## config.mk

```make
export PLATFORM = sky130hd
export DESIGN_NAME = dbg_halt_ctrl
export DESIGN_NICKNAME = d
export VERILOG_FILES = /design/src/rtl/dbg_halt_pkg.sv /design/src/rtl/dbg_bp_unit.sv /design/src/rtl/dbg_irq_filter.sv /design/src/rtl/dbg_src_arb.sv /design/src/rtl/dbg_insn_buf.sv /design/src/rtl/dbg_halt_ctrl.sv
export SDC_FILE = /design/constraint.sdc
export NUM_CORES = 1
export LEC_CHECK = 0
export ABC_AREA = 1
export BUFFER_PORTS_ARGS = -buffer_cell sky130_fd_sc_hd__buf_2
export CORE_ASPECT_RATIO = 2
export CORE_MARGIN = 2
export CORE_UTILIZATION = 45
export CTS_CLUSTER_DIAMETER = 200
export DETAILED_ROUTE_END_ITERATION = 10
export PLACE_DENSITY = 0.65
export SYNTH_ARGS = -nofsm -noshare
export SYNTH_HDL_FRONTEND = slang
export SYNTH_SLANG_ARGS = --single-unit
```

## constraint.sdc

```tcl
create_clock -name clk -period 1.6 [get_ports clk]
set_input_delay 0.32 -clock clk [delete_from_list [all_inputs] [get_ports clk]]
set_output_delay 0.32 -clock clk [all_outputs]
set_load 0.03 [all_outputs]
```

## src/rtl/dbg_halt_pkg.sv

```systemverilog
package dbg_halt_pkg;

    typedef enum logic {
        ST_RUN  = 1'b0,
        ST_HALT = 1'b1
    } dbg_state_e;

    typedef enum logic [1:0] {
        CAUSE_NONE = 2'd0,
        CAUSE_BP   = 2'd1,
        CAUSE_IRQ  = 2'd2,
        CAUSE_EXT  = 2'd3
    } dbg_cause_e;

endpackage

```

## src/rtl/dbg_bp_unit.sv

```systemverilog
module dbg_bp_unit #(
    parameter int NUM_BP = 4,
    parameter int ADDR_W = 32,
    localparam int IW    = (NUM_BP > 1) ? $clog2(NUM_BP) : 1
) (
    input  logic              clk,
    input  logic              rst_n,
    input  logic              wr_en,
    input  logic [IW-1:0]     wr_idx,
    input  logic [ADDR_W-1:0] wr_addr,
    input  logic              wr_arm,
    input  logic              fetch_valid,
    input  logic [ADDR_W-1:0] fetch_addr,
    output logic              hit,
    output logic [IW-1:0]     hit_idx
);

    logic [NUM_BP-1:0] match;

    for (genvar g = 0; g < NUM_BP; g++) begin : g_cmp
        logic [ADDR_W-1:0] addr_q;
        logic              arm_q;

        always_ff @(posedge clk or negedge rst_n) begin
            if (!rst_n) begin
                addr_q <= '0;
                arm_q  <= 1'b0;
            end else if (wr_en && (wr_idx == IW'(g))) begin
                addr_q <= wr_addr;
                arm_q  <= wr_arm;
            end
        end

        assign match[g] = arm_q && fetch_valid && (fetch_addr == addr_q);
    end

    always_comb begin
        hit_idx = '0;
        for (int i = NUM_BP - 1; i >= 0; i--) begin
            if (match[i]) hit_idx = IW'(i);
        end
    end

    assign hit = |match;

endmodule

```

## src/rtl/dbg_irq_filter.sv

```systemverilog
module dbg_irq_filter #(
    parameter int NUM_IRQ = 8
) (
    input  logic               clk,
    input  logic               rst_n,
    input  logic               running,
    input  logic               den_wr_en,
    input  logic [NUM_IRQ-1:0] den_wr_data,
    input  logic [NUM_IRQ-1:0] irq_req,
    output logic [NUM_IRQ-1:0] irq_brk,
    output logic [NUM_IRQ-1:0] irq_pass
);

    logic [NUM_IRQ-1:0] den_q;

    always_ff @(posedge clk or negedge rst_n) begin
        if (!rst_n)         den_q <= '0;
        else if (den_wr_en) den_q <= den_wr_data;
    end

    assign irq_brk  = irq_req & den_q;
    assign irq_pass = running ? (irq_req & ~den_q) : '0;

endmodule

```

## src/rtl/dbg_src_arb.sv

```systemverilog
module dbg_src_arb
    import dbg_halt_pkg::*;
#(
    parameter int NUM_BP  = 4,
    parameter int NUM_IRQ = 8,
    localparam int BP_IW  = (NUM_BP > 1) ? $clog2(NUM_BP) : 1,
    localparam int IRQ_IW = (NUM_IRQ > 1) ? $clog2(NUM_IRQ) : 1,
    localparam int OUT_IW = (BP_IW > IRQ_IW) ? BP_IW : IRQ_IW
) (
    input  logic               ext_stop,
    input  logic               bp_hit,
    input  logic [BP_IW-1:0]   bp_idx,
    input  logic [NUM_IRQ-1:0] irq_brk,
    output logic               brk,
    output dbg_cause_e         kind,
    output logic [OUT_IW-1:0]  idx
);

    logic [IRQ_IW-1:0] irq_idx;

    always_comb begin
        irq_idx = '0;
        for (int i = NUM_IRQ - 1; i >= 0; i--) begin
            if (irq_brk[i]) irq_idx = IRQ_IW'(i);
        end
    end

    always_comb begin
        kind = CAUSE_NONE;
        idx  = '0;
        if (ext_stop) begin
            kind = CAUSE_EXT;
        end else if (bp_hit) begin
            kind = CAUSE_BP;
            idx  = OUT_IW'(bp_idx);
        end else if (|irq_brk) begin
            kind = CAUSE_IRQ;
            idx  = OUT_IW'(irq_idx);
        end
    end

    assign brk = (kind != CAUSE_NONE);

endmodule

```

## src/rtl/dbg_insn_buf.sv

```systemverilog
module dbg_insn_buf #(
    parameter int INSN_W = 32
) (
    input  logic              clk,
    input  logic              rst_n,
    input  logic              enable,
    input  logic              flush,
    input  logic              in_valid,
    input  logic [INSN_W-1:0] in_data,
    output logic              in_ready,
    output logic              out_valid,
    output logic [INSN_W-1:0] out_data,
    input  logic              out_ready
);

    logic              full_q;
    logic [INSN_W-1:0] data_q;

    assign in_ready  = enable && !full_q;
    assign out_valid = enable && full_q;
    assign out_data  = data_q;

    always_ff @(posedge clk or negedge rst_n) begin
        if (!rst_n) begin
            full_q <= 1'b0;
            data_q <= '0;
        end else if (flush) begin
            full_q <= 1'b0;
        end else if (in_valid && in_ready) begin
            full_q <= 1'b1;
            data_q <= in_data;
        end else if (out_valid && out_ready) begin
            full_q <= 1'b0;
        end
    end

endmodule

```

## src/rtl/dbg_halt_ctrl.sv

```systemverilog
module dbg_halt_ctrl
    import dbg_halt_pkg::*;
#(
    parameter int NUM_BP  = 4,
    parameter int ADDR_W  = 32,
    parameter int NUM_IRQ = 8,
    parameter int INSN_W  = 32,
    localparam int BP_IW  = (NUM_BP > 1) ? $clog2(NUM_BP) : 1,
    localparam int IRQ_IW = (NUM_IRQ > 1) ? $clog2(NUM_IRQ) : 1,
    localparam int CIW    = (BP_IW > IRQ_IW) ? BP_IW : IRQ_IW
) (
    input  logic               clk,
    input  logic               rst_n,
    input  logic               fetch_valid,
    input  logic [ADDR_W-1:0]  fetch_addr,
    input  logic               bp_wr_en,
    input  logic [BP_IW-1:0]   bp_wr_idx,
    input  logic [ADDR_W-1:0]  bp_wr_addr,
    input  logic               bp_wr_arm,
    input  logic               den_wr_en,
    input  logic [NUM_IRQ-1:0] den_wr_data,
    input  logic [NUM_IRQ-1:0] irq_req,
    input  logic               ext_stop,
    input  logic               resume,
    input  logic               insn_valid,
    input  logic [INSN_W-1:0]  insn_data,
    output logic               insn_ready,
    output logic               core_insn_valid,
    output logic [INSN_W-1:0]  core_insn_data,
    input  logic               core_insn_ready,
    output logic [NUM_IRQ-1:0] irq_to_core,
    output logic               fetch_en,
    output logic               freeze,
    output logic               halted,
    output logic [1:0]         cause_kind,
    output logic [CIW-1:0]     cause_idx
);

    dbg_state_e         state_q, state_d;
    dbg_cause_e         kind_q, arb_kind;
    logic [CIW-1:0]     idx_q, arb_idx;
    logic               bp_hit, brk;
    logic [BP_IW-1:0]   bp_idx;
    logic [NUM_IRQ-1:0] irq_brk;
    logic               in_run, enter, leave;

    assign in_run = (state_q == ST_RUN);
    assign enter  = in_run && brk;
    assign leave  = !in_run && resume;

    dbg_bp_unit #(.NUM_BP(NUM_BP), .ADDR_W(ADDR_W)) u_bp (
        .clk         (clk),
        .rst_n       (rst_n),
        .wr_en       (bp_wr_en),
        .wr_idx      (bp_wr_idx),
        .wr_addr     (bp_wr_addr),
        .wr_arm      (bp_wr_arm),
        .fetch_valid (fetch_valid),
        .fetch_addr  (fetch_addr),
        .hit         (bp_hit),
        .hit_idx     (bp_idx)
    );

    dbg_irq_filter #(.NUM_IRQ(NUM_IRQ)) u_irq (
        .clk         (clk),
        .rst_n       (rst_n),
        .running     (in_run),
        .den_wr_en   (den_wr_en),
        .den_wr_data (den_wr_data),
        .irq_req     (irq_req),
        .irq_brk     (irq_brk),
        .irq_pass    (irq_to_core)
    );

    dbg_src_arb #(.NUM_BP(NUM_BP), .NUM_IRQ(NUM_IRQ)) u_arb (
        .ext_stop (ext_stop),
        .bp_hit   (bp_hit),
        .bp_idx   (bp_idx),
        .irq_brk  (irq_brk),
        .brk      (brk),
        .kind     (arb_kind),
        .idx      (arb_idx)
    );

    dbg_insn_buf #(.INSN_W(INSN_W)) u_buf (
        .clk       (clk),
        .rst_n     (rst_n),
        .enable    (!in_run),
        .flush     (leave),
        .in_valid  (insn_valid),
        .in_data   (insn_data),
        .in_ready  (insn_ready),
        .out_valid (core_insn_valid),
        .out_data  (core_insn_data),
        .out_ready (core_insn_ready)
    );

    // next-state logic: ENTER and LEAVE
    always_comb begin
        state_d = state_q;
        unique case (state_q)
            ST_RUN:  if (brk)    state_d = ST_HALT;
            ST_HALT: if (resume) state_d = ST_RUN;
        endcase
    end

    always_ff @(posedge clk or negedge rst_n) begin
        if (!rst_n) begin
            state_q <= ST_RUN;
            kind_q  <= CAUSE_NONE;
            idx_q   <= '0;
        end else begin
            state_q <= state_d;
            if (enter) begin
                kind_q <= arb_kind;
                idx_q  <= arb_idx;
            end else if (leave) begin
                kind_q <= CAUSE_NONE;
                idx_q  <= '0;
            end
        end
    end

    always_comb begin
        halted   = 1'b0;
        freeze   = 1'b0;
        fetch_en = 1'b1;
        unique case (state_q)
            ST_RUN: ;
            ST_HALT: begin
                halted   = 1'b1;
                freeze   = 1'b1;
                fetch_en = 1'b0;
            end
        endcase
    end

    assign cause_kind = kind_q;
    assign cause_idx  = idx_q;

endmodule

```

After elaboration in Yosys (flattened, before gate mapping)
Cells that the tools add are included.
{"block": "word_totals", "register_bits": 179, "inputBits": 124}
{"block": "classes", "eq_ne": 7, "muxes": 31, "bitwise": 5, "reduce_logical": 26}
{"op": "$eq 32x32->1", "count": 4}
{"op": "$mux 3", "count": 13}
{"op": "$logic_and 1x1->1", "count": 18}
{"op": "$mux 2", "count": 9}
{"op": "$and 8x8->8", "count": 2}
{"op": "$mux 8", "count": 1}
{"op": "$not 8->8", "count": 1}
{"op": "$reduce_or 8->1", "count": 1}
{"op": "$mux 1", "count": 7}
{"op": "$eq 2x2->1 const B", "count": 2}
{"op": "$reduce_bool 2->1", "count": 2}
{"op": "$reduce_or 4->1", "count": 1}
{"op": "$reduce_bool 3->1", "count": 1}
{"op": "$eq 2x1->1 const B", "count": 1}
{"op": "$logic_not 2->1", "count": 1}
{"op": "$not 1->1", "count": 2}
{"op": "$pmux 1 s2", "count": 1}
{"op": "$reduce_and 2->1", "count": 1}
{"op": "$logic_not 1->1", "count": 1}

Depth between registers and ports, before layout
{"block": "depth", "word_depth": 13, "mapped_depth": 15, "depth_no_buf": 15}

Cells and area by module
From an unflattened synthesis, not the netlist that was laid out.
{"block": "hier_totals", "cells_unflattened": 1221, "hier_area_um2": 9123.8}
{"module": "dbg_bp_unit", "n_inst": 1, "cells_per_inst": 943, "area_each_um2": 6882.9, "seq_area_each_um2": 3303.2}
{"module": "dbg_insn_buf", "n_inst": 1, "cells_per_inst": 148, "area_each_um2": 1358.8, "seq_area_each_um2": 825.8}
{"module": "dbg_irq_filter", "n_inst": 1, "cells_per_inst": 67, "area_each_um2": 484.2, "seq_area_each_um2": 200.2}
{"module": "dbg_halt_ctrl", "n_inst": 1, "cells_per_inst": 29, "area_each_um2": 247.7, "seq_area_each_um2": 150.1}
{"module": "dbg_src_arb", "n_inst": 1, "cells_per_inst": 34, "area_each_um2": 150.1, "seq_area_each_um2": 0.0}

Worst setup path before layout
Ideal clock, no wire load.
{"block": "synth_timing", "kind": "register -> register", "start": "register state_q", "end": "register u_buf.data_q[10] (netlist: u_buf.out_data[10])", "setup_time_ns": 0.128, "t_arrival_ns": 2.089, "t_required_ns": 1.472, "setup_slack_ns": -0.616, "path_stages_with_launch": 6, "n_path_buf": 1, "period_less_slack_ns": 2.216, "cell_sequence": "dfrtp_1 inv_2 nor2_1 nand3_1 buf_2 mux2_1"}
{"block": "synth_between", "elab_chain_cells": 3, "word_cells_on_any_way": 5, "cone_classes": "1 x bitwise; 4 x reduce/logical"}
{"element": "start: declaration", "line": "dbg_halt_ctrl.sv:39", "rtl": "dbg_state_e state_q, state_d;"}
{"element": "start signal: assignment", "line": "dbg_halt_ctrl.sv:113", "rtl": "state_q <= state_d;"}
{"element": "$logic_and 1x1->1", "line": "dbg_insn_buf.sv:19", "rtl": "assign in_ready = enable && !full_q;"}
{"element": "net insn_ready", "line": "dbg_halt_ctrl.sv:27", "rtl": "output logic insn_ready,"}
{"element": "$logic_and 1x1->1", "line": "dbg_insn_buf.sv:29", "rtl": "end else if (in_valid && in_ready) begin"}
{"element": "$reduce_and 2->1 (no source line)"}
{"element": "end signal: assignment", "line": "dbg_insn_buf.sv:31", "rtl": "data_q <= in_data;"}
{"element": "end: declaration", "line": "dbg_insn_buf.sv:17", "rtl": "logic [INSN_W-1:0] data_q;"}
The timed path passes the listed nets, and every way through them passes these cells.
A chain may end at the register's enable or synchronous reset.

Worst setup path in the final report
{"block": "layout_timing", "start": "register u_bp.g_cmp[2].addr_q[29]", "end": "register idx_q[1] (netlist: cause_idx[1])"}
{"block": "layout_between", "elab_chain_cells": 8, "word_cells_on_any_way": 14, "cone_classes": "1 x eq/ne; 8 x mux; 5 x reduce/logical"}
{"element": "start: declaration", "line": "dbg_bp_unit.sv:21", "rtl": "logic [ADDR_W-1:0] addr_q;"}
{"element": "start signal: assignment", "line": "dbg_bp_unit.sv:29", "rtl": "addr_q <= wr_addr;"}
{"element": "$eq 32x32->1 (*)", "line": "dbg_bp_unit.sv:34", "rtl": "assign match[g] = arm_q && fetch_valid && (fetch_addr == addr_q);"}
{"element": "$logic_and 1x1->1 (*)", "line": "dbg_bp_unit.sv:34"}
{"element": "$mux 2 / $reduce_or 4->1 (equally long branches)", "line": "dbg_bp_unit.sv:40, dbg_bp_unit.sv:44"}
{"element": "$mux 2 (on tied branches)", "line": "dbg_bp_unit.sv:40, dbg_src_arb.sv:33"}
{"element": "$mux 2 (on tied branches)", "line": "dbg_bp_unit.sv:40, dbg_src_arb.sv:31"}
{"element": "$mux 3 / $reduce_bool 2->1 (equally long branches)", "line": "dbg_src_arb.sv:33, dbg_src_arb.sv:42"}
{"element": "$mux 3 / $logic_and 1x1->1 (equally long branches)", "line": "dbg_src_arb.sv:31, dbg_halt_ctrl.sv:48"}
{"element": "$mux 3 / $reduce_bool 2->1 (equally long branches)"}
{"element": "end signal: assignment", "line": "dbg_halt_ctrl.sv:116", "rtl": "idx_q <= arb_idx;"}
{"element": "end: declaration", "line": "dbg_halt_ctrl.sv:41", "rtl": "logic [CIW-1:0] idx_q, arb_idx;"}
Mark *: on every way between the ends. The rest lies on a longest branch, timed or not.

==> qor.yml <==
run_status:
  status: "finished with violations"
  violations: "negative setup slack"
routing:
  drtIter0Drc: 293
  vias_per_cell: 4.80
  met3_length_um: 847
  wl_met1_mm: 8.33
  drc: 0
  met2_length_mm: 12.7
  ant_nets: 0
  highest_layer: "met4"
  wl_mm: 22.6
  vias: 7501
  post_drt_wl_per_cell_um: 14.5
  detail_route.first_pass.iterations: 6
finish:
  area_growth_pct: 25.6
  antenna_cells: 0
  drive_gt1_share_pct: 25.2
  fin_cells: 1562
  nets: 1414
global_routing:
  grt_max_degree: 67
  grt_use_total_pct: 22.8
  antenna_found_initial: 0
  grt-ovfl-total: 0
  grt_pass1_wl_mm: 36.1
  grt_pass1_vias: 7499
die:
  core_area_um2: 19300
  initial_core_util_pct: 45.8
  dieHeight_um: 202
  die_w_um: 103
  rows: 72
  die-area_um2: 20800
  io_pins: 174
yosys:
  ys_ff_latch: 179
  seq_area_frac_synth_pct: 50.7
  synth_fp_nets: 1229
  synthDistinctLibCells: 32
  syn_inst: 1105
  synth_area_per_cell_um2: 7.99
  yosys_warnings: 0
  syn_area_um2: 8830
clock_tree:
  clock-sinks: 179
  numCtsBuffers: 17
  tritoncts: "done"
  htreeDepth: 4
  clock_path_buffers: 2
  cts_root_buf: "clkbuf_16"
  path_clk_slew_ns: 0.07
  clk_latency_ns: 0.44
setup_path:
  start_kind: "register"
  rr_worst_depth: 13
  crit_fanout: 3
  crit_required_ns: 1.97
  end_kind: "register"
  arrival_ns: 2.11
  crit_type: "reg2reg"
timing:
  hold_viol: 0
  finalClockSkew_ns: 0.00891
  fin_crit_ns: 1.74
  fin_crit_sh_pct: 109
  fmax_mhz: 575
  rsz0062_at_grt: "yes"
  setup_viol: 14
  tightestPinTransition_ns: 0.321
  setup_ws_ns: -0.140
  slew_headroom_pct: 78.6
  finalSetupTns_ns: -0.801
  drv_slew: 0
placed_design:
  portBuffers: 173
  hpwlAfterDp_mm: 16.7
  pre_cts_ws_ns: -0.377
  dpl.cell_count: 1524
  gp_congestion: 0.896
power:
  power.density_nw_per_um2: 1390
  power.leakage_nw: 5.67
  peakVddDrop_v: 0.000734
worst_hold_path:
  whs_path_depth: 2
  hp-class: "in2reg"
run:
  maxCapViolations: 0
-- metrics by stage --
step           area, um2  power, W  hold WS [ns]  utilization (%)
2_1_floorplan       8860   0.00934        0.0244                -
3_3_place_gp       10200    0.0108         0.179             52.9
3_5_place_dp       10200    0.0109         0.182             52.9
4_1_cts            11000    0.0155        0.0680             56.9
5_1_grt            11100    0.0164        0.0606             57.5
6_report           11100    0.0154        0.0837             57.5
-- flip-flops by register name (all words and copies together) (netlist names) --
name	flops
u_bp.g_cmp.arm_q	4
u_bp.g_cmp.addr_q	128
state_q	1
u_buf.full_q	1
u_buf.out_data	32
u_irq.den_q	8
cause_idx	3
cause_kind	2
-- path summary, 6_finish.rpt --
path	start	end	slack [ns]
setup reg to reg	u_bp.g_cmp[2].addr_q[29]	cause_idx[1]	-0.14
hold / removal	resume	state_q	0.08
setup / recovery	u_bp.g_cmp[2].addr_q[29]	cause_idx[1]	-0.14
min in group asynchronous	rst_n	u_bp.g_cmp[0].addr_q[25]	0.29
hold reg to reg	u_buf.out_data[8]	u_buf.out_data[8]	0.48
max in group asynchronous	rst_n	state_q	0.72
-- what timing repair did --
| item | CTS | global route |
|---|---|---|
| endpoints found under the setup margin | 18 | 18 |
| pin swaps | 16 | 16 |
| hold buffers | 1 | 0 |
| setup buffers | 2 | 3 |
| endpoints found under the hold margin | 26 | 0 |
| gates resized for setup | 53 | 27 |
| gates cloned | 1 | 0 |
-- layer usage --
metal	track usage, %	up-vias
met2	43.5	178
li1	-	3819
met4	10.3	0
met1	22.7	3463
met5	0	-
met3	4.36	41
-- cell families (layout without fill, tap and decap cells) --
family          after synthesis  after routing  share of synthesized area (%)
buf+inv                     178            376                           7.84
simple gates                492            492                           22.3
mux                          33             33                           4.21
compound gates              174            174                           10.0
flops                       179            179                           50.7
xor+xnor                     49             49                           4.86
-- cell type report --
| cell class | count | area [um2] |
|---|---|---|
| sequential | 179 | 4480 |
| clock inverter | 14 | 155 |
| multi-input combinational | 748 | 3860 |
| tap | 259 | 324 |
| inverter | 136 | 515 |
| timing repair buffer | 208 | 1310 |
| fill | 1891 | 8190 |
| clock buffer | 18 | 439 |
-- cells in the final DEF (no fill, tap or decap), drive strengths merged --
cell type / netlist / routed
o21ai: 168 / 168
nand2b: 1 / 1
xor2: 11 / 11
xnor2: 38 / 38
mux2: 33 / 33
clkinv: 9 / 18
a21boi: 1 / 1
clkinvlp: 0 / 1
o211ai: 1 / 1
dlygate4sd3: 0 / 1
inv: 127 / 129
bufinv: 0 / 2
buf: 14 / 207
or2: 2 / 2
nor2: 82 / 82
a21oi: 1 / 1
nand4: 10 / 10
dfrtp: 179 / 179
o22ai: 2 / 2
nand3: 30 / 30
nor3: 1 / 1
a31oi: 1 / 1
nand2: 366 / 366
clkbuf: 28 / 18
-- report_power, final --
part / switching [W] / internal, W / leakage, nW
Sequential: 0.000684 / 0.00557 / 2.21
Combinational: 0.00303 / 0.00195 / 3.17
Clock: 0.00183 / 0.00236 / 0.293
Total: 0.00555 / 0.00988 / 5.67
-- cell usage after synthesis --
cell      number  share of area [%]
a21boi_0       1              0.085
a21oi_2        1              0.099
a31oi_1        1              0.071
buf_1          3               0.13
buf_2          9               0.51
buf_4          1              0.085
buf_6          1               0.13
clkbuf_1      27                1.1
clkbuf_2       1              0.057
clkinv_1       9               0.38
dfrtp_1      179                 51
inv_1        105                4.5
inv_2         22               0.94
mux2_1        20                2.6
mux2_2        13                1.7
nand2_1      363                 15
nand2_2        1              0.071
nand2_4        2               0.26
nand2b_1       1              0.071
nand3_1       24                1.4
nand3_2        6               0.68
nand4_1       10               0.71
nor2_1        81                3.4
nor2_4         1               0.13
nor3_1         1              0.057
o211ai_1       1              0.085
o21ai_0      160                9.1
o21ai_1        8               0.45
o22ai_1        2               0.14
or2_0          2               0.14
xnor2_1       38                3.8
xor2_1        11                1.1
-- critical path: stages, from the launching register on --
cell and delay, ns:
dfrtp_1 0.39, inv_1 0.05, nand2_1 0.05, nand2_1 0.04
inv_1 0.04, nand2_1 0.05, nor2_2 0.16, nand2_1 0.08
nor2_2 0.15, nand3_2 0.16, buf_4 0.17, o211ai_1 0.09
nand4_1 0.15, nand2_1 0.10
No activity file was read; power rests on OpenSTA's default activity.
